## src/rtl/rxps_pkg.sv

```systemverilog
package rxps_pkg;
  localparam int CHAR_W = 7;

  localparam logic [CHAR_W-1:0] CODE_SOT   = 7'h02;
  localparam logic [CHAR_W-1:0] CODE_EOT   = 7'h03;
  localparam logic [CHAR_W-1:0] CODE_BLANK = 7'h1A;

  typedef enum logic [1:0] {
    FS_IDLE = 2'd0,
    FS_ADDR = 2'd1,
    FS_BODY = 2'd2,
    FS_MUTE = 2'd3
  } frame_state_e;

  // XOR of all eight bits equals 1 under odd parity, 0 under even
  function automatic logic parity_good(input logic [CHAR_W:0] c, input logic odd);
    return (^c) == odd;
  endfunction

  function automatic logic is_code(input logic [CHAR_W-1:0] c, input logic [CHAR_W-1:0] code);
    return c == code;
  endfunction
endpackage

```

## src/rtl/rxps_parity_check.sv

```systemverilog
module rxps_parity_check
  import rxps_pkg::*;
#(
  parameter bit ODD_PARITY = 1'b1
) (
  input  logic [CHAR_W:0] char_in,
  output logic            par_good
);
  assign par_good = parity_good(char_in, ODD_PARITY);
endmodule

```

## src/rtl/rxps_frame_ctrl.sv

```systemverilog
module rxps_frame_ctrl
  import rxps_pkg::*;
#(
  parameter int CNT_W = 8
) (
  input  logic              clk,
  input  logic              rst_n,
  input  logic              poll_mode,
  input  logic              rx_valid,
  input  logic [CHAR_W-1:0] rx_data,
  input  logic              par_good,
  input  logic              mem_etx_hit,
  output logic              push,
  output logic [CHAR_W-1:0] push_data,
  output logic              subst_evt,
  output logic              frame_open,
  output logic              rx_enable,
  output logic              etx_armed,
  output logic              xmit_start,
  output logic [CNT_W-1:0]  perr_count
);
  localparam logic [CNT_W-1:0] CNT_MAX = {CNT_W{1'b1}};

  frame_state_e state_q, state_d;
  logic         arm_evt;
  logic         armed_q, xmit_q;
  logic [CNT_W-1:0] cnt_q;

  always_comb begin
    state_d   = state_q;
    push      = 1'b0;
    push_data = rx_data;
    subst_evt = 1'b0;
    arm_evt   = 1'b0;
    if (rx_valid) begin
      unique case (state_q)
        FS_IDLE: if (is_code(rx_data, CODE_SOT)) state_d = FS_ADDR;
        FS_ADDR: begin
          if (poll_mode && rx_data[CHAR_W-1]) begin
            state_d = FS_MUTE;
          end else begin
            push    = 1'b1;
            state_d = FS_BODY;
          end
        end
        FS_BODY: begin
          push = 1'b1;
          if (!par_good) begin
            push_data = CODE_BLANK;
            subst_evt = 1'b1;
          end else if (is_code(rx_data, CODE_EOT)) begin
            state_d = FS_IDLE;
          end
        end
        FS_MUTE: begin
          arm_evt = is_code(rx_data, CODE_EOT);
          state_d = FS_IDLE;
        end
        default: state_d = FS_IDLE;
      endcase
    end
  end

  always_ff @(posedge clk) begin
    if (!rst_n) begin
      state_q <= FS_IDLE;
      armed_q <= 1'b0;
      xmit_q  <= 1'b0;
      cnt_q   <= '0;
    end else begin
      state_q <= state_d;
      armed_q <= arm_evt | (armed_q & ~mem_etx_hit);
      xmit_q  <= armed_q & mem_etx_hit;
      if (subst_evt && cnt_q != CNT_MAX) cnt_q <= cnt_q + 1'b1;
    end
  end

  assign frame_open = (state_q == FS_ADDR) || (state_q == FS_BODY);
  assign rx_enable  = (state_q != FS_MUTE);
  assign etx_armed  = armed_q;
  assign xmit_start = xmit_q;
  assign perr_count = cnt_q;

  a_r6_count_steps: assert property (@(posedge clk) disable iff (!rst_n)
    (subst_evt && perr_count != CNT_MAX) |=> perr_count == $past(perr_count) + 1'b1);
  a_r6_count_holds: assert property (@(posedge clk) disable iff (!rst_n)
    (perr_count == CNT_MAX) |=> perr_count == CNT_MAX);
  a_r6_count_quiet: assert property (@(posedge clk) disable iff (!rst_n)
    !subst_evt |=> $stable(perr_count));
  a_r5_blank_pushed: assert property (@(posedge clk) disable iff (!rst_n)
    subst_evt |-> (push && push_data == CODE_BLANK && frame_open));
  a_r9_mute_silent: assert property (@(posedge clk) disable iff (!rst_n)
    !rx_enable |-> !push);
  a_r2_idle_silent: assert property (@(posedge clk) disable iff (!rst_n)
    (!frame_open && rx_enable) |-> !push);
  a_r11_pulse_cause: assert property (@(posedge clk) disable iff (!rst_n)
    xmit_start |-> $past(etx_armed && mem_etx_hit));
  a_r11_single_pulse: assert property (@(posedge clk) disable iff (!rst_n)
    xmit_start |=> !xmit_start);
endmodule

```

## src/rtl/rxps_stage_chain.sv

```systemverilog
module rxps_stage_chain
  import rxps_pkg::*;
#(
  parameter int NSTAGE = 3
) (
  input  logic              clk,
  input  logic              rst_n,
  input  logic              push,
  input  logic [CHAR_W-1:0] push_data,
  input  logic              mem_slot,
  output logic              mem_wr,
  output logic [CHAR_W-1:0] mem_data,
  output logic              room
);
  localparam int LAST = NSTAGE - 1;

  logic [NSTAGE-1:0] busy;
  logic [NSTAGE-1:0] moving;
  logic [NSTAGE-1:0] loading;
  logic [CHAR_W-1:0] stage_q [NSTAGE];
  logic [CHAR_W-1:0] stage_in [NSTAGE];

  for (genvar i = 0; i < NSTAGE; i++) begin : g_stage
    if (i == LAST) begin : g_tail
      assign moving[i] = busy[i] & mem_slot;
    end else begin : g_mid
      // strict hand-off: the next stage must already be empty
      assign moving[i] = busy[i] & ~busy[i+1];
    end

    if (i == 0) begin : g_head
      assign loading[i]  = push;
      assign stage_in[i] = push_data;
    end else begin : g_link
      assign loading[i]  = moving[i-1];
      assign stage_in[i] = stage_q[i-1];
    end

    always_ff @(posedge clk) begin
      if (!rst_n) begin
        busy[i]    <= 1'b0;
        stage_q[i] <= '0;
      end else begin
        busy[i] <= (busy[i] & ~moving[i]) | loading[i];
        if (loading[i]) stage_q[i] <= stage_in[i];
      end
    end
  end

  assign room     = ~busy[0] | moving[0];
  assign mem_wr   = moving[LAST];
  assign mem_data = stage_q[LAST];

  a_r7_write_in_slot: assert property (@(posedge clk) disable iff (!rst_n)
    mem_wr |-> mem_slot);
  a_r7_head_has_room: assert property (@(posedge clk) disable iff (!rst_n)
    push |-> room);
  a_r7_tail_kept: assert property (@(posedge clk) disable iff (!rst_n)
    (busy[LAST] && !mem_slot) |=> (busy[LAST] && $stable(mem_data)));
endmodule

```

## src/rtl/rx_parity_subst.sv

```systemverilog
module rx_parity_subst
  import rxps_pkg::*;
#(
  parameter bit ODD_PARITY = 1'b1,
  parameter int NSTAGE     = 3,
  parameter int CNT_W      = 8
) (
  input  logic              clk,
  input  logic              rst_n,
  input  logic              poll_mode,
  input  logic              rx_valid,
  input  logic [CHAR_W:0]   rx_char,
  input  logic              mem_slot,
  input  logic              mem_etx_hit,
  output logic              mem_wr,
  output logic [CHAR_W-1:0] mem_data,
  output logic              frame_open,
  output logic              rx_enable,
  output logic              etx_armed,
  output logic              xmit_start,
  output logic [CNT_W-1:0]  perr_count
);
  logic              par_good;
  logic              push;
  logic [CHAR_W-1:0] push_data;
  logic              subst_evt;
  logic              room;

  rxps_parity_check #(.ODD_PARITY(ODD_PARITY)) u_par (
    .char_in  (rx_char),
    .par_good (par_good)
  );

  rxps_frame_ctrl #(.CNT_W(CNT_W)) u_ctrl (
    .clk         (clk),
    .rst_n       (rst_n),
    .poll_mode   (poll_mode),
    .rx_valid    (rx_valid),
    .rx_data     (rx_char[CHAR_W-1:0]),
    .par_good    (par_good),
    .mem_etx_hit (mem_etx_hit),
    .push        (push),
    .push_data   (push_data),
    .subst_evt   (subst_evt),
    .frame_open  (frame_open),
    .rx_enable   (rx_enable),
    .etx_armed   (etx_armed),
    .xmit_start  (xmit_start),
    .perr_count  (perr_count)
  );

  rxps_stage_chain #(.NSTAGE(NSTAGE)) u_chain (
    .clk       (clk),
    .rst_n     (rst_n),
    .push      (push),
    .push_data (push_data),
    .mem_slot  (mem_slot),
    .mem_wr    (mem_wr),
    .mem_data  (mem_data),
    .room      (room)
  );

  a_r5_subst_only_bad: assert property (@(posedge clk) disable iff (!rst_n)
    subst_evt |-> (rx_valid && (^rx_char) != ODD_PARITY));
  a_r1_no_write_after_reset: assert property (@(posedge clk)
    !rst_n |=> !mem_wr);
endmodule

```

## config.mk

```make
export PLATFORM = sky130hd
export DESIGN_NAME = rx_parity_subst
export DESIGN_NICKNAME = d
export VERILOG_FILES = /design/src/rtl/rxps_pkg.sv /design/src/rtl/rxps_parity_check.sv /design/src/rtl/rxps_frame_ctrl.sv /design/src/rtl/rxps_stage_chain.sv /design/src/rtl/rx_parity_subst.sv
export SDC_FILE = /design/constraint.sdc
export NUM_CORES = 1
export LEC_CHECK = 0
export ABC_AREA = 0
export BUFFER_PORTS_ARGS = -buffer_cell sky130_fd_sc_hd__buf_2
export CAP_MARGIN = 0
export CORE_MARGIN = 4
export CORE_UTILIZATION = 45
export DETAILED_ROUTE_END_ITERATION = 6
export GPL_TIMING_DRIVEN = 0
export MAX_ROUTING_LAYER = met4
export PLACE_DENSITY = 0.67
export SLEW_MARGIN = 20
export SYNTH_ARGS = -nofsm -noshare
export SYNTH_HDL_FRONTEND = slang
export SYNTH_SLANG_ARGS = --single-unit
```

## constraint.sdc

```tcl
create_clock -name clk -period 2.25 [get_ports clk]
set_clock_uncertainty 0.2 [all_clocks]
set_input_delay 0 -clock clk [delete_from_list [all_inputs] [get_ports clk]]
set_output_delay 0 -clock clk [all_outputs]
set_load 0.02 [all_outputs]
```

**After elaboration in Yosys (flattened, before gate mapping)**

Memories as Yosys holds them, arrays and structs flattened.
Cells that the tools add are included.

- Flip-flop bits (word level): 15
- Memory bits (writable): 21
- Input bits: 14
- Output and inout port bits: 20
- Logic and storage cells: 75
- Memories kept: 1

Memory list:

| memory | depth | bits a word | read ports | clocked after memory_dff | write ports | line | source |
|---|---|---|---|---|---|---|---|
| u_chain.stage_q | 3 | 7 | 3 | 0 | 3 | rxps_stage_chain.sv:20 | `logic [CHAR_W-1:0] stage_q [NSTAGE];` |

- Add/subtract/negate cells: 1
- Eq/ne operators: 10
- Mux-type cells: 29
- Bitwise gates (word level): 21
- Reduce and logical (&&, ||, !) cells: 6

Operators by type and width:

| cell | count |
|---|---|
| $mux 7 | 6 |
| $mux 1 | 18 |
| $eq 7x2->1 const B | 2 |
| $add 8x1->8 const B | 1 |
| $and 1x1->1 | 8 |
| $ne 8x8->1 const B | 1 |
| $pmux 2 s4 | 1 |
| $reduce_xor 8->1 | 1 |
| $or 1x1->1 | 7 |
| $mux 2 | 3 |
| $ne 2x1->1 const B | 3 |
| $not 1->1 | 6 |
| $eq 2x2->1 const B | 2 |
| $reduce_and 4->1 | 1 |
| $eq 2x1->1 const B | 1 |
| $logic_and 1x1->1 | 2 |
| $logic_not 2->1 | 1 |
| $ne 2x2->1 const B | 1 |
| $pmux 1 s2 | 1 |
| $logic_or 1x1->1 | 1 |

**Longest topological paths before layout**

Gate-level depths: netlist of run 1.

- Depth after elaboration: 8
- Depth in mapped cells: 7
- Gate-level depth less buffers: 7

**Cells and area by module**

From an unflattened synthesis of run 1, not the netlist that was laid out.

- Cell total of the unflattened synthesis: 158
- Area total of the unflattened synthesis: 1756.7 um^2

Modules (own cells, without submodules):

| module | instances | cells each | area an instance (um^2) | seq. area each (um^2) |
|---|---|---|---|---|
| rxps_stage_chain | 1 | 61 | 910.9 | 690.7 |
| rxps_frame_ctrl | 1 | 90 | 784.5 | 240.2 |
| rxps_parity_check | 1 | 7 | 61.3 | 0.0 |

**Worst setup path before layout of run 1**

No wires, ideal clock.

- Kind: flip-flop to flip-flop
- From: reg u_ctrl.cnt_q[0], in the netlist u_ctrl.perr_count[0]
- To: reg u_ctrl.cnt_q[4], in the netlist u_ctrl.perr_count[4]
- Setup time: 115 ps
- Arrival: 1567 ps
- Data required time: 1935 ps
- Slack: 368 ps
- Cell stages (with the launch flop): 7
- Buffers on the path: 0
- Period minus slack after synthesis: 1882 ps
- Cells stage by stage: dfxtp_1 > ha_1 > and3_1 > and3_1 > nor4_1 > xor2_1 > and2_1

- Word-level cells in the longest chain between the ends: 2
- Elaborated cells on any way between the ends: 3
- Those cells by class: add/sub: 1; eq/ne: 1; reduce/logical: 1

RTL lines:

| item | line | source |
|---|---|---|
| start: declaration | rxps_frame_ctrl.sv:27 | `logic [CNT_W-1:0] cnt_q;` |
| start signal: assignment | rxps_frame_ctrl.sv:74 | `if (subst_evt && cnt_q != CNT_MAX) cnt_q <= cnt_q + 1'b1;` |
| branches (longest 2 deep; another with $add 8x1->8) | -- |  |

Several ways; the timed one is not identified.
A chain may end at the register's enable or synchronous reset.

**Worst setup path in the final report of run 1**

- From: in rx_char[6]
- To: reg u_ctrl.cnt_q[2], in the netlist u_ctrl.perr_count[2]

- Word-level cells in the longest chain between the ends: 5

RTL lines:

| item | line | source |
|---|---|---|
| start: declaration | rx_parity_subst.sv:12 | `input logic [CHAR_W:0] rx_char,` |
| $reduce_xor 8->1 | rxps_pkg.sv:17 | `return (^c) == odd;` |
| $mux 1 | rxps_frame_ctrl.sv:48 | `if (!par_good) begin` |
| $mux 1 | rxps_frame_ctrl.sv:36 | `unique case (state_q)` |
| $mux 1 | rxps_frame_ctrl.sv:35 | `if (rx_valid) begin` |
| $logic_and 1x1->1 | rxps_frame_ctrl.sv:74 |  |

No other way between the ends.

==> reports/summary.txt, run 1 <==
Adder-cell share of the synthesized area: 6.67%
CTS tree: yes
XOR/XNOR share of the synthesized area: 4.44%
First-pass GRT wire length: 5220 µm
PD cells: 647 nW/µm²
Crit share post-route: 93.1%
CTS H-tree depth: 2
Clock Tree Buf Depth: 2
Final Slew Violations: 0
Final setup fails: 0
Vias in the first global route: 1223
GRT overflow: 0
Total Die Area: 4800 µm²
Commonest non-fill, non-tap cell in the layout: buf_2
Wire per inst: 12.1 µm
Asr flop ratio synth: 0%
# DRC: 0
Placed cell area: 1910 µm²
CP Launch Type: primary input
Total power: 1.39 mW
Placed cells: 229
Max frequency: 0.477 GHz
Outcome: complete, no violations
Warning count from the yosys run: 0
Die Height: 69.3 µm
HPWL Detailed: 2320 µm
Max-Cap Viols: 0
Final hold vios: 0
Initial antenna violation count: 0
Leak: 0.953 nW
Initial Util: 48.7%
Worst Setup Path Type: primary input to flop
Setup TNS: 0 ns
Antenna-violating nets left: 0
Share of layout cells above drive strength 1: 22.7%
Mean area per synthesized cell: 11.3 µm²
Unrepaired setup endpoints after global routing: no
Post-Syn Area: 1690 µm²
Main combinational cell family by area after synthesis: simple AND/OR/NAND/NOR gates
Worst vdd ir: 0.000426 V
Critical path arrival: 2.07 ns
CTS root buf: clkbuf_8
Row cnt: 21
Post-Syn Nets: 173
CTS resizes: 0
Setup Buffers After CTS: 0
Crit path time final: 2.10 ns
Required time of the critical path: 2.22 ns
Synth Area in Compound Gates: 6.74%
Number of buffers created by CTS: 5
Die X: 69.3 µm
Max FO, Critical Path: 6
IO buf count: 33
Top_reg_cell synth: edfxtp_1
DR iter-0 viols: 40
Clk sinks: 36
Post-Synth Simple-Gate Area: 21.9%
Worst hold-check path type: primary input to flop
Synth cell types: 34
Vias per Instance: 4.93
Pre-antenna DRT Iters: 4
Rel. slew slack: 34.4%
Final wirelength: 3020 µm
Synth Instances: 150
Pin count of the biggest net entering global routing: 13
Register area share after synthesis: 55.1%
Area growth from synthesis to layout: 26.9%
Number of flops mapped to enable cells by yosys: 21
Total track usage: 13.7%
N_diodes: 0
Commonest cells after routing, fill and taps aside: 33 x buf_2, 21 x edfxtp_1, 19 x and2_1
Worst-Margin Slew: 0.973 ns
Fin area: 2140 µm²
Io pins: 34
Non-Filler Instances: 249
Multiplexer share of the synthesized area: 1.78%
Synth Register Bits: 36
Clock slew at reported path FFs: 0.07 ns
Later-pin clock latency in the skew report: 0.28 ns
Via count: 1228
Util after Layout: 61.8%
Crit end category: flop
Gpl congestion: 0.830
Placeable core area: 3470 µm²
Final nets: 225
metrics by stage:
step / hold slack [ns] / setup WS, ns
2_1_floorplan: -0.0476 / 0.368
3_3_place_gp: 0.0573 / 0.216
3_5_place_dp: 0.0602 / 0.116
4_1_cts: 0.237 / 0.0476
5_1_grt: 0.271 / 0.0200
6_report: 0.246 / 0.154
worst paths after layout:
| path | startpoint | end | slack (ns) | depth (start not counted) |
|---|---|---|---|---|
| worst min register to register | u_chain.busy[0]$_SDFF_PN0_ | u_chain.busy[1]$_SDFF_PN0_ | 0.29 | 2 |
| worst max-delay path | rx_char[6] | u_ctrl.perr_count[2]$_SDFFE_PN0P_ | 0.15 | 7 |
| worst max register to register | u_ctrl.perr_count[0]$_SDFFE_PN0P_ | u_ctrl.perr_count[7]$_SDFFE_PN0P_ | 0.28 | 6 |
| worst min-delay path | rx_char[3] | u_ctrl.etx_armed$_SDFF_PN0_ | 0.25 | 6 |
report_power, final:
| group | switching, mW | total [mW] | internal (mW) |
|---|---|---|---|
| Sequential | 0.00260 | 0.710 | 0.707 |
| Combinational | 0.0656 | 0.120 | 0.0544 |
| Clock | 0.229 | 0.556 | 0.328 |
per-layer routing:
| metal | share of wire, % | track usage [%] |
|---|---|---|
| met5 | 0 | - |
| met4 | 2.0 | 5.86 |
| met3 | 4.7 | 3.33 |
| met2 | 49 | 23.9 |
| met1 | 44 | 14.8 |
registers in the layout, summed over array words and instances, names as in the netlist:
| signal | count |
|---|---|
| u_ctrl.etx_armed | 1 |
| u_chain.busy | 3 |
| u_ctrl.state_q | 2 |
| u_ctrl.perr_count | 8 |
| u_chain.stage_q | 21 |
| u_ctrl.xmit_start | 1 |
area by class of cell:
cell class | instances | area (µm²)
plain buffers | 2 | 7.51
clock buffers | 5 | 68.8
clock inverters | 3 | 42.5
fillers | 322 | 1330
inverters | 13 | 48.8
multi-input cells | 99 | 702
flip-flops and latches | 36 | 931
well taps | 46 | 57.6
repair buffers | 45 | 285
repair_timing:
| action | in CTS | in global routing |
|---|---|---|
| hold buffers | 12 | 0 |
| endpoints found under the hold margin | 14 | 0 |
| setup endpoints to repair | 0 | 6 |
kinds of logic (layout without fill, tap and decap cells):
kind of cell / count (synthesis) / after routing
xor gates and xnor gates: 6 / 6
AOI/OAI and AO/OA: 17 / 17
and+or+nand+nor: 64 / 64
adders and majority gates: 9 / 9
DFF: 36 / 36
buffers and inverters: 15 / 68
muxes: 3 / 3
cells in the mapped netlist (3+ instances only):
| master | number | area (µm²) |
|---|---|---|
| edfxtp_1 | 21 | 631 |
| and2_1 | 19 | 119 |
| dfxtp_1 | 15 | 300 |
| inv_1 | 13 | 48.8 |
| ha_1 | 9 | 113 |
| nand2_1 | 9 | 33.8 |
| nor2_1 | 8 | 30.0 |
| and3_1 | 6 | 37.5 |
| nand3_1 | 6 | 30.0 |
| nor3_1 | 5 | 25.0 |
| o21ai_0 | 5 | 25.0 |
| mux2i_1 | 3 | 30.0 |
| xor2_1 | 3 | 26.3 |
critical path: stages:
cell,delay [ns]
dlygate4sd3_1,0.54
buf_2,0.16
xnor2_1,0.17
xnor3_2,0.55
nor3_2,0.32
a21oi_1,0.12
a41o_1,0.21
Note: power is estimated with default switching activity, not from simulation.
==> inputs of run 2 (changes only) <==
- PLACE_DENSITY: 0.67 -> default
- PLACE_DENSITY_LB_ADDON: default -> 0.3
==> run 2 against run 1 <==
Against the previous run:
- power decreased by 5.0%
- worst hold slack improved by 0.019 ns
- register-to-register slack improved by 0.02 ns
- cell count unchanged
- first-iteration DRC count increased by 78%
- highest routed layer unchanged
- largest cell class unchanged
- core utilization decreased by 0.32 points
- sequential power about the same
==> reports/summary.txt, run 2 (synthesized netlist as in run 1, its figures left out) <==
Number of buffers created by CTS: 5 (unchanged)
Final Slew Violations: 0 (unchanged)
Worst-Margin Slew: 1.02 ns (was 0.973 ns)
Placed cells: 229 (unchanged)
Row cnt: 21 (unchanged)
PD cells: 618 nW/µm² (was 647 nW/µm²)
Max-Cap Viols: 0 (unchanged)
Required time of the critical path: 2.22 ns (about the same)
Setup TNS: 0 ns (unchanged)
First-pass GRT wire length: 5420 µm (was 5220 µm)
Antenna-violating nets left: 0 (unchanged)
Commonest non-fill, non-tap cell in the layout: buf_2 (unchanged)
Critical path arrival: 2.09 ns (was 2.07 ns)
CTS resizes: 0 (unchanged)
Total track usage: 14.5% (was 13.7%)
Outcome: complete, no violations (unchanged)
Gpl congestion: 0.872 (was 0.830)
Max FO, Critical Path: 6 (unchanged)
Crit-path cells: dlygate4sd3_1 -> buf_2 -> xnor2_1 -> xnor3_2 -> nor3_2 -> a21oi_1 -> a41o_1 (unchanged)
Vias per Instance: 5.06 (was 4.93)
Placeable core area: 3470 µm² (unchanged)
Later-pin clock latency in the skew report: 0.28 ns (about the same)
CTS tree: yes (unchanged)
Non-Filler Instances: 249 (unchanged)
Pre-antenna DRT Iters: 4 (unchanged)
N_diodes: 0 (unchanged)
IO buf count: 33 (unchanged)
Worst vdd ir: 0.000348 V (was 0.000426 V)
Rel. slew slack: 31.2% (was 34.4%)
Unrepaired setup endpoints after global routing: no (unchanged)
Initial antenna violation count: 0 (unchanged)
Crit share post-route: 94.2% (was 93.1%)
HPWL Detailed: 2400 µm (was 2320 µm)
Die Height: 69.3 µm (unchanged)
Die X: 69.3 µm (unchanged)
CP Launch Type: primary input (unchanged)
Area growth from synthesis to layout: 26.2% (was 26.9%)
Worst path max stage delay: 0.54 ns (was 0.55 ns)
Initial Util: 48.7% (unchanged)
Crit path time final: 2.12 ns (was 2.10 ns)
Clk sinks: 36 (unchanged)
Util after Layout: 61.5% (was 61.8%)
# DRC: 0 (unchanged)
Worst Setup Path Type: primary input to flop (unchanged)
Pin count of the biggest net entering global routing: 12 (was 13)
Crit end category: flop (unchanged)
Clock slew at reported path FFs: 0.06 ns (was 0.07 ns)
Via count: 1260 (was 1228)
Fin area: 2130 µm² (was 2140 µm²)
Final hold vios: 0 (unchanged)
Leak: 0.951 nW (was 0.953 nW)
Final wirelength: 3120 µm (was 3020 µm)
Worst hold-check path type: primary input to flop (unchanged)
Total Die Area: 4800 µm² (unchanged)
Most flop-heavy register: u_chain.stage_q (unchanged)
Share of layout cells above drive strength 1: 22.2% (was 22.7%)
Wire per inst: 12.5 µm (was 12.1 µm)
Final setup fails: 0 (unchanged)
CTS H-tree depth: 2 (unchanged)
Vias in the first global route: 1255 (was 1223)
Final nets: 225 (unchanged)
Max frequency: 0.472 GHz (was 0.477 GHz)
DR iter-0 viols: 71 (was 40)
Io pins: 34 (unchanged)
Crit path buffers/inverters: 2 (unchanged)
Clock Tree Buf Depth: 2 (unchanged)
Placed cell area: 1910 µm² (unchanged)
CP delay by family, top: XOR/XNOR gates (unchanged)
Commonest cells after routing, fill and taps aside: 33 x buf_2, 21 x edfxtp_1, 19 x and2_1 (unchanged)
CTS root buf: clkbuf_8 (unchanged)
Max reg flops: 21 (unchanged)
Slowest-stage cell, CP: xnor3_2 (unchanged)
GRT overflow: 0 (unchanged)
run 2: cell types whose count changed in the layout (fill, tap and decap cells not counted):
cell | before | now
clkinv_2 | 1 | 0
bufinv_16 | 1 | 0
clkbuf_1 | 2 | 3
clkbuf_8 | 5 | 7
clkinvlp_4 | 1 | 0
run 2: layout make-up:
type,instances,area (µm²)
Fill cell,298,1340
Sequential cell,36,931
Multi-Input combinational cell,99,702
Timing Repair Buffer,45,285
Clock buffer,8,100
Tap cell,46,57.6
Inverter,13,48.8
Buffer,2,7.51
run 2: timing repair:
item,CTS,global route
hold buffers,12,0
setup endpoints to repair,0,6
hold endpoints to repair,14,0
buffers inserted,0,0
run 2: power breakdown:
part           switching, mW  total (mW)  leakage, nW  internal [mW]
logic                 0.0649       0.119        0.562         0.0545
clock network          0.208       0.487       0.0515          0.279
registers            0.00260       0.711        0.338          0.708
total                  0.275        1.32        0.951           1.04
run 2: stage by stage:
stage          setup slack (ns)  total power [mW]  hold slack (ns)
2_1_floorplan             0.368             0.792          -0.0476
3_3_place_gp              0.228             0.823           0.0605
3_5_place_dp              0.146             0.828           0.0708
4_1_cts                  0.0579              1.33            0.252
5_1_grt                  0.0394              1.37            0.290
6_report                  0.131              1.32            0.265
run 2: worst paths after layout:
kind	start	endpoint	slack (ns)	cells past startpoint
setup / recovery	rx_char[6]	u_ctrl.perr_count[2]$_SDFFE_PN0P_	0.13	7
hold / removal	rx_char[3]	u_ctrl.etx_armed$_SDFF_PN0_	0.26	6
setup reg to reg	u_ctrl.state_q[0]$_SDFFE_PN0P_	u_ctrl.state_q[0]$_SDFFE_PN0P_	0.30	6
hold reg to reg	u_chain.busy[0]$_SDFF_PN0_	u_chain.busy[1]$_SDFF_PN0_	0.29	2
run 2: routing by layer:
metal	up-vias	wire, µm	GRT usage [%]
met5	-	0	-
met4	0	89	7.38
met3	9	199	5.07
met2	45	1520	24.0
met1	575	1320	15.2
li1	631	-	-
run 2: worst register-to-register path, delay by kind of cell (launching register included):
| family | cells | cell delay, ns |
|---|---|---|
| AND/OR/NAND/NOR | 1 | 0.18 |
| flip-flops | 1 | 0.37 |
| buffers and inverters | 1 | 0.09 |
| adder cells (fa/ha/maj) | 1 | 0.28 |
| AO/OA/AOI/OAI | 3 | 0.72 |
